$ cat src/rtl/ddr_init_pkg.sv
`timescale 1ns/1ps
package ddr_init_pkg;

  // Sequencer steps, in issue order.
  typedef enum logic [3:0] {
    ST_STABLE,
    ST_WAKE,
    ST_PRE_A,
    ST_EMRS,
    ST_MRS_DLL,
    ST_PRE_B,
    ST_REF,
    ST_MRS_RUN,
    ST_DONE
  } init_step_e;

  // Command strobes {cs_n, ras_n, cas_n, we_n}.
  localparam logic [3:0] CMD_NOP  = 4'b0111;
  localparam logic [3:0] CMD_PRE  = 4'b0010;
  localparam logic [3:0] CMD_REF  = 4'b0001;
  localparam logic [3:0] CMD_MODE = 4'b0000;

  // Read latency code for three cycles.
  localparam logic [2:0] LAT3_CODE = 3'b011;

endpackage

$ cat src/rtl/ddr_init_timer.sv
`timescale 1ns/1ps
module ddr_init_timer #(
  parameter int CNT_W = 16
) (
  input  logic             clk,
  input  logic             rst_n,
  input  logic [CNT_W-1:0] span,
  output logic             first,
  output logic             last
);

  logic [CNT_W-1:0] cnt;

  assign first = (cnt == '0);
  assign last  = (cnt == span - 1'b1);

  always_ff @(posedge clk or negedge rst_n) begin
    if (!rst_n)    cnt <= '0;
    else if (last) cnt <= '0;
    else           cnt <= cnt + 1'b1;
  end

  // The step counter never runs past the span of the step it times (R7 gaps rely on it).
  assert_cnt_in_span_R7: assert property (@(posedge clk) disable iff (!rst_n)
    cnt < span);

endmodule

$ cat src/rtl/ddr_init_cmd_enc.sv
`timescale 1ns/1ps
module ddr_init_cmd_enc
  import ddr_init_pkg::*;
#(
  parameter logic [2:0] BL_CODE  = 3'b010,
  parameter logic       BT_CODE  = 1'b0,
  parameter logic [1:0] DRV_CODE = 2'b00,
  parameter int         ADDR_W   = 12,
  parameter int         BA_W     = 2
) (
  input  init_step_e        step,
  input  logic              first,
  output logic              cke,
  output logic [3:0]        cmd,
  output logic [BA_W-1:0]   ba,
  output logic [ADDR_W-1:0] addr
);

  localparam int AP_BIT  = 10;
  localparam int DLL_BIT = 8;

  logic [ADDR_W-1:0] mode_word;

  always_comb begin
    mode_word        = '0;
    mode_word[2:0]   = BL_CODE;
    mode_word[3]     = BT_CODE;
    mode_word[6:4]   = LAT3_CODE;
  end

  always_comb begin
    cke  = (step != ST_STABLE);
    cmd  = CMD_NOP;
    ba   = '0;
    addr = '0;
    if (first) begin
      unique case (step)
        ST_PRE_A, ST_PRE_B: begin
          cmd          = CMD_PRE;
          addr[AP_BIT] = 1'b1;
        end
        ST_EMRS: begin
          cmd     = CMD_MODE;
          ba      = BA_W'(1);
          addr[1] = DRV_CODE[0];
          addr[6] = DRV_CODE[1];
        end
        ST_MRS_DLL: begin
          cmd           = CMD_MODE;
          addr          = mode_word;
          addr[DLL_BIT] = 1'b1;
        end
        ST_REF:     cmd = CMD_REF;
        ST_MRS_RUN: begin
          cmd  = CMD_MODE;
          addr = mode_word;
        end
        default: cmd = CMD_NOP;
      endcase
    end
  end

endmodule

$ cat src/rtl/ddr_init_seq.sv
`timescale 1ns/1ps
module ddr_init_seq
  import ddr_init_pkg::*;
#(
  parameter int         CLK_MHZ      = 250,
  parameter int         STABLE_US    = 200,
  parameter int         DLL_LOCK_CYC = 200,
  parameter int         T_RP         = 3,
  parameter int         T_RFC        = 12,
  parameter int         T_MRD        = 2,
  parameter int         N_REFRESH    = 2,
  parameter logic [2:0] BL_CODE      = 3'b010,
  parameter logic       BT_CODE      = 1'b0,
  parameter logic [1:0] DRV_CODE     = 2'b00
) (
  input  logic        clk,
  input  logic        rst_n,
  output logic        cke,
  output logic        cs_n,
  output logic        ras_n,
  output logic        cas_n,
  output logic        we_n,
  output logic [1:0]  ba,
  output logic [11:0] addr,
  output logic        init_done
);

  localparam int STABLE_CYC = STABLE_US * CLK_MHZ;
  localparam int DLL_SPAN   = (DLL_LOCK_CYC > T_MRD) ? DLL_LOCK_CYC : T_MRD;
  localparam int MAX_A      = (STABLE_CYC > DLL_SPAN) ? STABLE_CYC : DLL_SPAN;
  localparam int MAX_B      = (T_RFC > T_RP) ? T_RFC : T_RP;
  localparam int MAX_SPAN   = (MAX_A > MAX_B) ? MAX_A : MAX_B;
  localparam int CNT_W      = $clog2(MAX_SPAN + 1);
  localparam int REF_W      = $clog2(N_REFRESH + 1);

  init_step_e       step;
  logic [REF_W-1:0] ref_cnt;
  logic [CNT_W-1:0] span;
  logic             first, last;
  logic [3:0]       cmd;

  always_comb begin
    unique case (step)
      ST_STABLE:            span = CNT_W'(STABLE_CYC);
      ST_PRE_A, ST_PRE_B:   span = CNT_W'(T_RP);
      ST_EMRS, ST_MRS_RUN:  span = CNT_W'(T_MRD);
      ST_MRS_DLL:           span = CNT_W'(DLL_SPAN);
      ST_REF:               span = CNT_W'(T_RFC);
      default:              span = CNT_W'(1);
    endcase
  end

  ddr_init_timer #(.CNT_W(CNT_W)) u_timer (
    .clk   (clk),
    .rst_n (rst_n),
    .span  (span),
    .first (first),
    .last  (last)
  );

  always_ff @(posedge clk or negedge rst_n) begin
    if (!rst_n) begin
      step    <= ST_STABLE;
      ref_cnt <= '0;
    end else if (last) begin
      unique case (step)
        ST_STABLE:  step <= ST_WAKE;
        ST_WAKE:    step <= ST_PRE_A;
        ST_PRE_A:   step <= ST_EMRS;
        ST_EMRS:    step <= ST_MRS_DLL;
        ST_MRS_DLL: step <= ST_PRE_B;
        ST_PRE_B: begin
          step    <= ST_REF;
          ref_cnt <= '0;
        end
        ST_REF: begin
          ref_cnt <= ref_cnt + 1'b1;
          if (ref_cnt == REF_W'(N_REFRESH - 1)) step <= ST_MRS_RUN;
        end
        ST_MRS_RUN: step <= ST_DONE;
        default:    step <= ST_DONE;
      endcase
    end
  end

  ddr_init_cmd_enc #(
    .BL_CODE  (BL_CODE),
    .BT_CODE  (BT_CODE),
    .DRV_CODE (DRV_CODE),
    .ADDR_W   (12),
    .BA_W     (2)
  ) u_enc (
    .step  (step),
    .first (first),
    .cke   (cke),
    .cmd   (cmd),
    .ba    (ba),
    .addr  (addr)
  );

  assign {cs_n, ras_n, cas_n, we_n} = cmd;
  assign init_done = (step == ST_DONE);

  // Ready never shows while the clock enable is still low.
  assert_ready_after_wake_R1: assert property (@(posedge clk) disable iff (!rst_n)
    !cke |-> !init_done);

  // Clock enable never drops outside reset.
  assert_cke_no_fall_R2: assert property (@(posedge clk) disable iff (!rst_n)
    !$fell(cke));

  // The wake cycle carries a NOP.
  assert_wake_is_nop_R2: assert property (@(posedge clk) disable iff (!rst_n)
    $rose(cke) |-> (!cs_n && ras_n && cas_n && we_n));

  // Ready is sticky and the bus is idle once raised.
  assert_ready_sticky_R10: assert property (@(posedge clk) disable iff (!rst_n)
    init_done |=> (init_done && !cs_n && ras_n && cas_n && we_n));

  generate
    if (T_MRD >= 2) begin : g_mrd_chk
      // A mode write is followed by at least one NOP cycle.
      assert_mode_gap_R9: assert property (@(posedge clk) disable iff (!rst_n)
        (!cs_n && !ras_n && !cas_n && !we_n) |=> (!cs_n && ras_n && cas_n && we_n));
    end
  endgenerate

endmodule

$ cat config.mk
export PLATFORM = sky130hd
export DESIGN_NAME = ddr_init_seq
export DESIGN_NICKNAME = d
export VERILOG_FILES = /design/src/rtl/ddr_init_pkg.sv /design/src/rtl/ddr_init_timer.sv /design/src/rtl/ddr_init_cmd_enc.sv /design/src/rtl/ddr_init_seq.sv
export SDC_FILE = /design/constraint.sdc
export NUM_CORES = 1
export LEC_CHECK = 0
export ABC_AREA = 1
export BUFFER_PORTS_ARGS = -buffer_cell sky130_fd_sc_hd__buf_2
export CAP_MARGIN = 10
export CORE_MARGIN = 2
export CORE_UTILIZATION = 30
export DETAILED_ROUTE_END_ITERATION = 6
export GPL_ROUTABILITY_DRIVEN = 0
export HOLD_SLACK_MARGIN = 0.15
export PLACE_DENSITY_LB_ADDON = 0.1
export SLEW_MARGIN = 25
export SYNTH_ARGS = -nofsm -noshare
export SYNTH_HDL_FRONTEND = slang
export SYNTH_SLANG_ARGS = --single-unit
$ cat constraint.sdc
create_clock -name clk -period 3 [get_ports clk]
set_clock_uncertainty 0.2 [all_clocks]
set_input_delay 0.3 -clock clk [delete_from_list [all_inputs] [get_ports clk]]
set_output_delay 0.3 -clock clk [all_outputs]
set_load 0.005 [all_outputs]
## Word-level counts from Yosys, hierarchy flattened

Index checks and enable logic that the tools add are counted.

- Flip-flop bits (word level): 22
- Latch bits: 0
- Memory bits (writable): 0
- ROM bits: 0
- Input bits: 2
- Output and inout bits: 20
- Logic and storage cells: 41
- Memories: 0

- Add/sub/neg operators: 3
- Multiply operators: 0
- Divide/modulo/power cells: 0
- $lt $le $gt $ge: 0
- Eq/ne operators: 11
- Shift-type cells: 0
- Muxes and demuxes: 14
- Bitwise operators: 0
- Reductions and logical operators: 10

Operators by type and width:

| kind | count |
|---|---|
| $pmux W16 S5 | 1 |
| $pmux W4 S7 | 1 |
| $add A16 B1 Y16 const B | 1 |
| $eq A16 B16 Y1 | 1 |
| $eq A4 B3 Y1 const B | 4 |
| $logic_not A16 Y1 | 1 |
| $mux W16 | 1 |
| $sub A16 B1 Y16 const B | 1 |
| $mux W4 | 3 |
| $mux W11 | 1 |
| $pmux W3 S3 | 1 |
| $eq A4 B2 Y1 const B | 2 |
| $reduce_or A2 Y1 | 3 |
| $eq A4 B1 Y1 const B | 1 |
| $eq A4 B4 Y1 const B | 1 |
| $logic_not A4 Y1 | 1 |
| $mux W2 | 2 |
| $pmux W2 S2 | 1 |
| $reduce_and A2 Y1 | 2 |
| $reduce_bool A4 Y1 | 1 |
| $mux W1 | 3 |
| $reduce_or A3 Y1 | 1 |
| $add A2 B1 Y2 const B | 1 |
| $eq A2 B1 Y1 const B | 1 |
| 2 further kinds | 2 |

## Longest topological paths before layout

- Word-level depth: 6
- Mapped depth: 18
- Gate-level depth less buffers: 17

## Hierarchy

A second synthesis with hierarchy kept.

- Cell total of the unflattened synthesis: 373
- Area total of the unflattened synthesis: 2259.7 um^2

By module, submodules not included:

| module | instances | cells an instance | area an instance (um^2) | sequential area each (um^2) |
|---|---|---|---|---|
| ddr_init_timer | 1 | 279 | 1662.8 | 400.4 |
| ddr_init_seq | 1 | 56 | 384.1 | 150.1 |
| ddr_init_cmd_enc | 1 | 38 | 212.7 | 0.0 |

## Least setup slack after synthesis

Ideal clock, no wire load.

- Kind: register to register
- Start: register step[3]
- End: register u_timer.cnt[7]
- Library setup time: 126 ps
- Data arrival time: 2191 ps
- Required time: 2674 ps
- Path slack: 483 ps
- Stages on the path, launching flop included: 16
- Path buffers: 2
- Clock period less this slack: 2517 ps
- Cell sequence: dfrtp_1 -> inv_2 -> nand2_1 -> o21ai_0 -> a21oi_1 -> ha_1 -> buf_2 -> xnor2_1 -> nand2_1 -> nand2_1 -> nand3_1 -> nor2_1 -> nand2_1 -> nor2_4 -> buf_6 -> nor3_2

- Longest elaborated chain between the ends: 6
- Elaborated cells between the ends (all ways): 13
- Classes of those cells: add/sub: 1; eq/ne: 7; mux: 2; reduce/logical: 3

RTL lines:

| element | line | RTL |
|---|---|---|
| start: declaration | ddr_init_seq.sv:36 | `init_step_e step;` |
| start signal: assignment | ddr_init_seq.sv:63 | `step <= ST_STABLE;` |
| start signal: assignment | ddr_init_seq.sv:67 | `ST_STABLE: step <= ST_WAKE;` |
| start signal: assignment | ddr_init_seq.sv:68 | `ST_WAKE: step <= ST_PRE_A;` |
| $eq A4 B2 Y1 / $eq A4 B3 Y1 (equally long branches) | ddr_init_seq.sv:43 | `unique case (step)` |
| $reduce_or A2 Y1 | ddr_init_seq.sv:43 |  |
| $pmux W16 S5 * | ddr_init_seq.sv:43 |  |
| $sub A16 B1 Y16 * | ddr_init_timer.sv:15 | `assign last = (cnt == span - 1'b1);` |
| $eq A16 B16 Y1 * | ddr_init_timer.sv:15 |  |
| $mux W16 * | ddr_init_timer.sv:19 | `else if (last) cnt <= '0;` |
| end signal: assignment | ddr_init_timer.sv:20 | `else cnt <= cnt + 1'b1;` |
| end: declaration | ddr_init_timer.sv:12 | `logic [CNT_W-1:0] cnt;` |

Mark *: on every way between the ends. The rest lies on a longest branch, timed or not.
A chain may end at the register's enable or synchronous reset.

## Worst setup path in the final report

- Start: register step[3]
- End: register ref_cnt[1]

- Longest elaborated chain between the ends: 6
- Elaborated cells between the ends (all ways): 15
- Classes of those cells: add/sub: 1; eq/ne: 7; mux: 2; reduce/logical: 5

RTL lines:

| element | line | RTL |
|---|---|---|
| $eq A4 B2 Y1, or another cell as far along | ddr_init_seq.sv:43 |  |
| $reduce_or A2 Y1 | ddr_init_seq.sv:43 |  |
| $pmux W16 S5 | ddr_init_seq.sv:43 |  |
| $sub A16 B1 Y16 | ddr_init_timer.sv:15 |  |
| $eq A16 B16 Y1 | ddr_init_timer.sv:15 |  |
| $reduce_and A2 Y1 (no source line) | - |  |
| end signal: assignment | ddr_init_seq.sv:77 | `ref_cnt <= ref_cnt + 1'b1;` |
| end: declaration | ddr_init_seq.sv:37 | `logic [REF_W-1:0] ref_cnt;` |

Parallel ways exist; a longest one is shown, timed or not.

==> run metrics <==
status=finished, final reports clean; Buf+Inv Stages, Crit Path=1; critical path class=flop to flop; syn avg cell area=6.556 um2; maximum root-to-sink buffer count=2; growth of design area from synthesis to finish=10.60%; # IOs=22; largest cells by area after synthesis=sky130_fd_sc_hd__dfrtp_1, sky130_fd_sc_hd__nand2_1, sky130_fd_sc_hd__nor2_1; Max-Slew Margin vs Limit=0.6655; iteration-0 DRC count of the detailed router=83; HP Start=ref_cnt[1]; slowest cell delay on critical path=0.46 ns; worst min path class=flop to flop; final instance area=2023 um2; number of cell instances on the worst register-to-register path=15; area enclosed by the die boundary=between 6000 and 7000 um2; count of inserted antenna diode cells=0; flip-flop and latch count after synthesis=22; largest area contributor in the netlist=sky130_fd_sc_hd__dfrtp_1; Cell Chain, Critical Path=inv_2 > nand2_1 > o21ai_0 > a21oi_1 > ha_2 > xor2_1 > nand2_1 > nor2_1 > nand2_1 > nor2_1 > nand3b_1 > nor2_2 > nand3_1 > nand2_1 > nand2_1; number of flops mapped to enable cells by yosys=0; maximum level of the CTS H-tree=1; number of cell rows=28; Worst Hold Path Cells=2; sequential area share after synthesis=0.3010; post-synthesis cell area=1829 um2; primary flip-flop cell chosen by synthesis mapping=sky130_fd_sc_hd__dfrtp_1; leftover overflow at the end of global routing=0; worst-case setup margin in the final layout=between 0.2 and 0.3 ns; required time of the worst setup path=2.96 ns; number of clock buffers inserted by TritonCTS=3; clock transition at the register clock pins on the worst setup and hold paths after CTS=0.08 ns; horizontal die dimension=between 80 and 90 um; largest fanout on the critical path=7; FF-to-FF Start=step[3]; fraction of final layout cells with drive strength greater than 1=0.1237; routed via count divided by cell count=between 4 and 5; Stages on worst setup path=15; end of the worst register-to-register path=ref_cnt[1]; fraction of post-synthesis cell area in the top cell type by area=0.3010; Pre-Repair DR Iteration Count=4; arrival time of data at the critical path endpoint=2.67 ns; number of global-route vias before repair=approximately 1700; wire per inst=12.30 um; final number of setup-violating endpoints=0; pins over their slew limit=0; first-pass GRT wire length=8031 um; FFs w/ async S/R, synth=1.000; Via Count=1705; Max Fclk=368.6 MHz; worst setup slack for register-to-register paths=0.29 ns; core region area=5921 um2; CTS Root Buffer Type=sky130_fd_sc_hd__clkbuf_8; Layout Utilization=0.3417; Top delay family on crit path=simple AND/OR/NAND/NOR gates; count of input and output buffers=12; top-count cell post-synth=sky130_fd_sc_hd__nand2_1; Die Ht=82.09 um; insertion delay of the later-clocked pin in the worst-skew pair=0.27 ns; share of the clock period used by the worst path=0.9043; time the final worst path needs with I/O delays and setup=2.713 ns; Post-Syn Instances=279; Max VDD drop=0.0001485 V; CP endpoint kind=flop; unrepaired setup endpoints after global routing=no; Final Hold Fails=0; starting density of the core=0.3090; leakage power=between 1 and 1.5 nW; cell area after placement=1934 um2; overall routing resource usage=0.1544; most common library cells after synthesis=sky130_fd_sc_hd__nand2_1, sky130_fd_sc_hd__nor2_1, sky130_fd_sc_hd__inv_1, sky130_fd_sc_hd__nand3_1, sky130_fd_sc_hd__dfrtp_1; CP max stage cell=sky130_fd_sc_hd__dfrtp_1; antenna violations before repair=0; largest net degree at the start of global routing=23; final WL=~4500 um; drt drc=0; Endpoint, Worst Hold=ref_cnt[1]; post-route ant nets=0; final total negative setup slack=0 ns; sort of element at the start of the critical path=flop; clock tree from TritonCTS=yes; sum of net half-perimeters after detailed placement=3628 um; cell seen most often among critical-path stages=sky130_fd_sc_hd__nand2_1; max-cap check violation count=0; number of unique standard cell types used by synthesis=30; transition time of the tightest slew-check pin=0.5018 ns; TritonCTS sink count=22; worst setup timing slack at the placement stage=0.2562 ns; number of nets at the end of the flow=298; Yosys warnings=0; power per standard cell area=about 290 nW/um2
-- sequential cells by signal, indices dropped and copies added (netlist names) --
signal       flops
u_timer.cnt     16
step             4
ref_cnt          2
-- tightest hold or removal path, cell delays in order (launching register included) --
cell and delay, ns:
sky130_fd_sc_hd__dfrtp_1 0.35, sky130_fd_sc_hd__nand2_1 0.05, sky130_fd_sc_hd__nand2_1 0.05
-- cell families after synthesis --
kind of cell | synth area share
buf+inv | 0.1423
flops | 0.3010
other cells | 0.002050
xor+xnor | 0.05267
simple gates | 0.4487
fa+ha+maj | 0.02736
compound gates | 0.02599
-- layout make-up --
type,instances,area [um2]
fillers,658,3897
multi-input cells,210,1056
flip-flops and latches,22,550.5
inverters,39,146.4
repair buffers,16,105.1
well taps,75,93.84
clock buffers,3,41.29
clock inverters,1,30.03
-- metal layers --
metal  global-route usage  wire length (um)  part of all wire
met1               0.2276              2390              0.53
met5                    0                 0                 0
met2               0.2317              1854              0.41
met3              0.01868               203             0.045
met4              0.05167                54             0.012
-- layout by cell type, fill, tap and decap left out, types with 2 or more instances in the layout --
master / count
sky130_fd_sc_hd__a21oi_1: 2
sky130_fd_sc_hd__nor2_1: 40
sky130_fd_sc_hd__nor4_1: 2
sky130_fd_sc_hd__buf_2: 12
sky130_fd_sc_hd__nand2_4: 2
sky130_fd_sc_hd__nor3_1: 8
sky130_fd_sc_hd__nand3_1: 24
sky130_fd_sc_hd__nand2_2: 2
sky130_fd_sc_hd__o21ai_0: 6
sky130_fd_sc_hd__xnor2_1: 2
sky130_fd_sc_hd__nor2_2: 4
sky130_fd_sc_hd__clkbuf_8: 3
sky130_fd_sc_hd__inv_2: 2
sky130_fd_sc_hd__or2_2: 2
sky130_fd_sc_hd__xor2_1: 9
sky130_fd_sc_hd__nand2_1: 71
sky130_fd_sc_hd__conb_1: 9
sky130_fd_sc_hd__ha_1: 3
sky130_fd_sc_hd__nor2_4: 2
sky130_fd_sc_hd__inv_1: 37
sky130_fd_sc_hd__buf_4: 2
sky130_fd_sc_hd__dfrtp_1: 22
sky130_fd_sc_hd__nand4_1: 15
-- report_power, final --
group	switching (W)	internal, W	leakage, nW
sequential	0	0.000296	0.293
combinational	0.00000843	0.00000132	0.705
clock	0.000100	0.000178	0.0357
-- worst max path at each step --
stage,start,slack [ns],endpoint
after CTS,step[0],0.24,ref_cnt[1]
after global routing,step[3],0.05,ref_cnt[1]
after floorplan,step[3],0.48,u_timer.cnt[7]
after global placement,step[0],0.26,step[2]
final,step[3],0.29,ref_cnt[1]
after detailed placement,step[0],0.26,ref_cnt[1]
-- through the flow --
step                hold WS (ns)  instances   power, W
finish                    0.2876        366  0.0005845
global route              0.3343        366  0.0006130
CTS                       0.2866        366  0.0005989
detailed placement        0.1089        361  0.0003116
global placement          0.1114        361  0.0003117
floorplan                -0.1956        287  0.0003132
-- timing repair --
action                                  CTS  global route
endpoints found under the hold margin    22             0
hold buffers                              1             0
endpoints found under the setup margin    0             6
gates resized for setup                   0             3
setup buffers                             0             0
No activity file was read; power rests on OpenSTA's default activity.
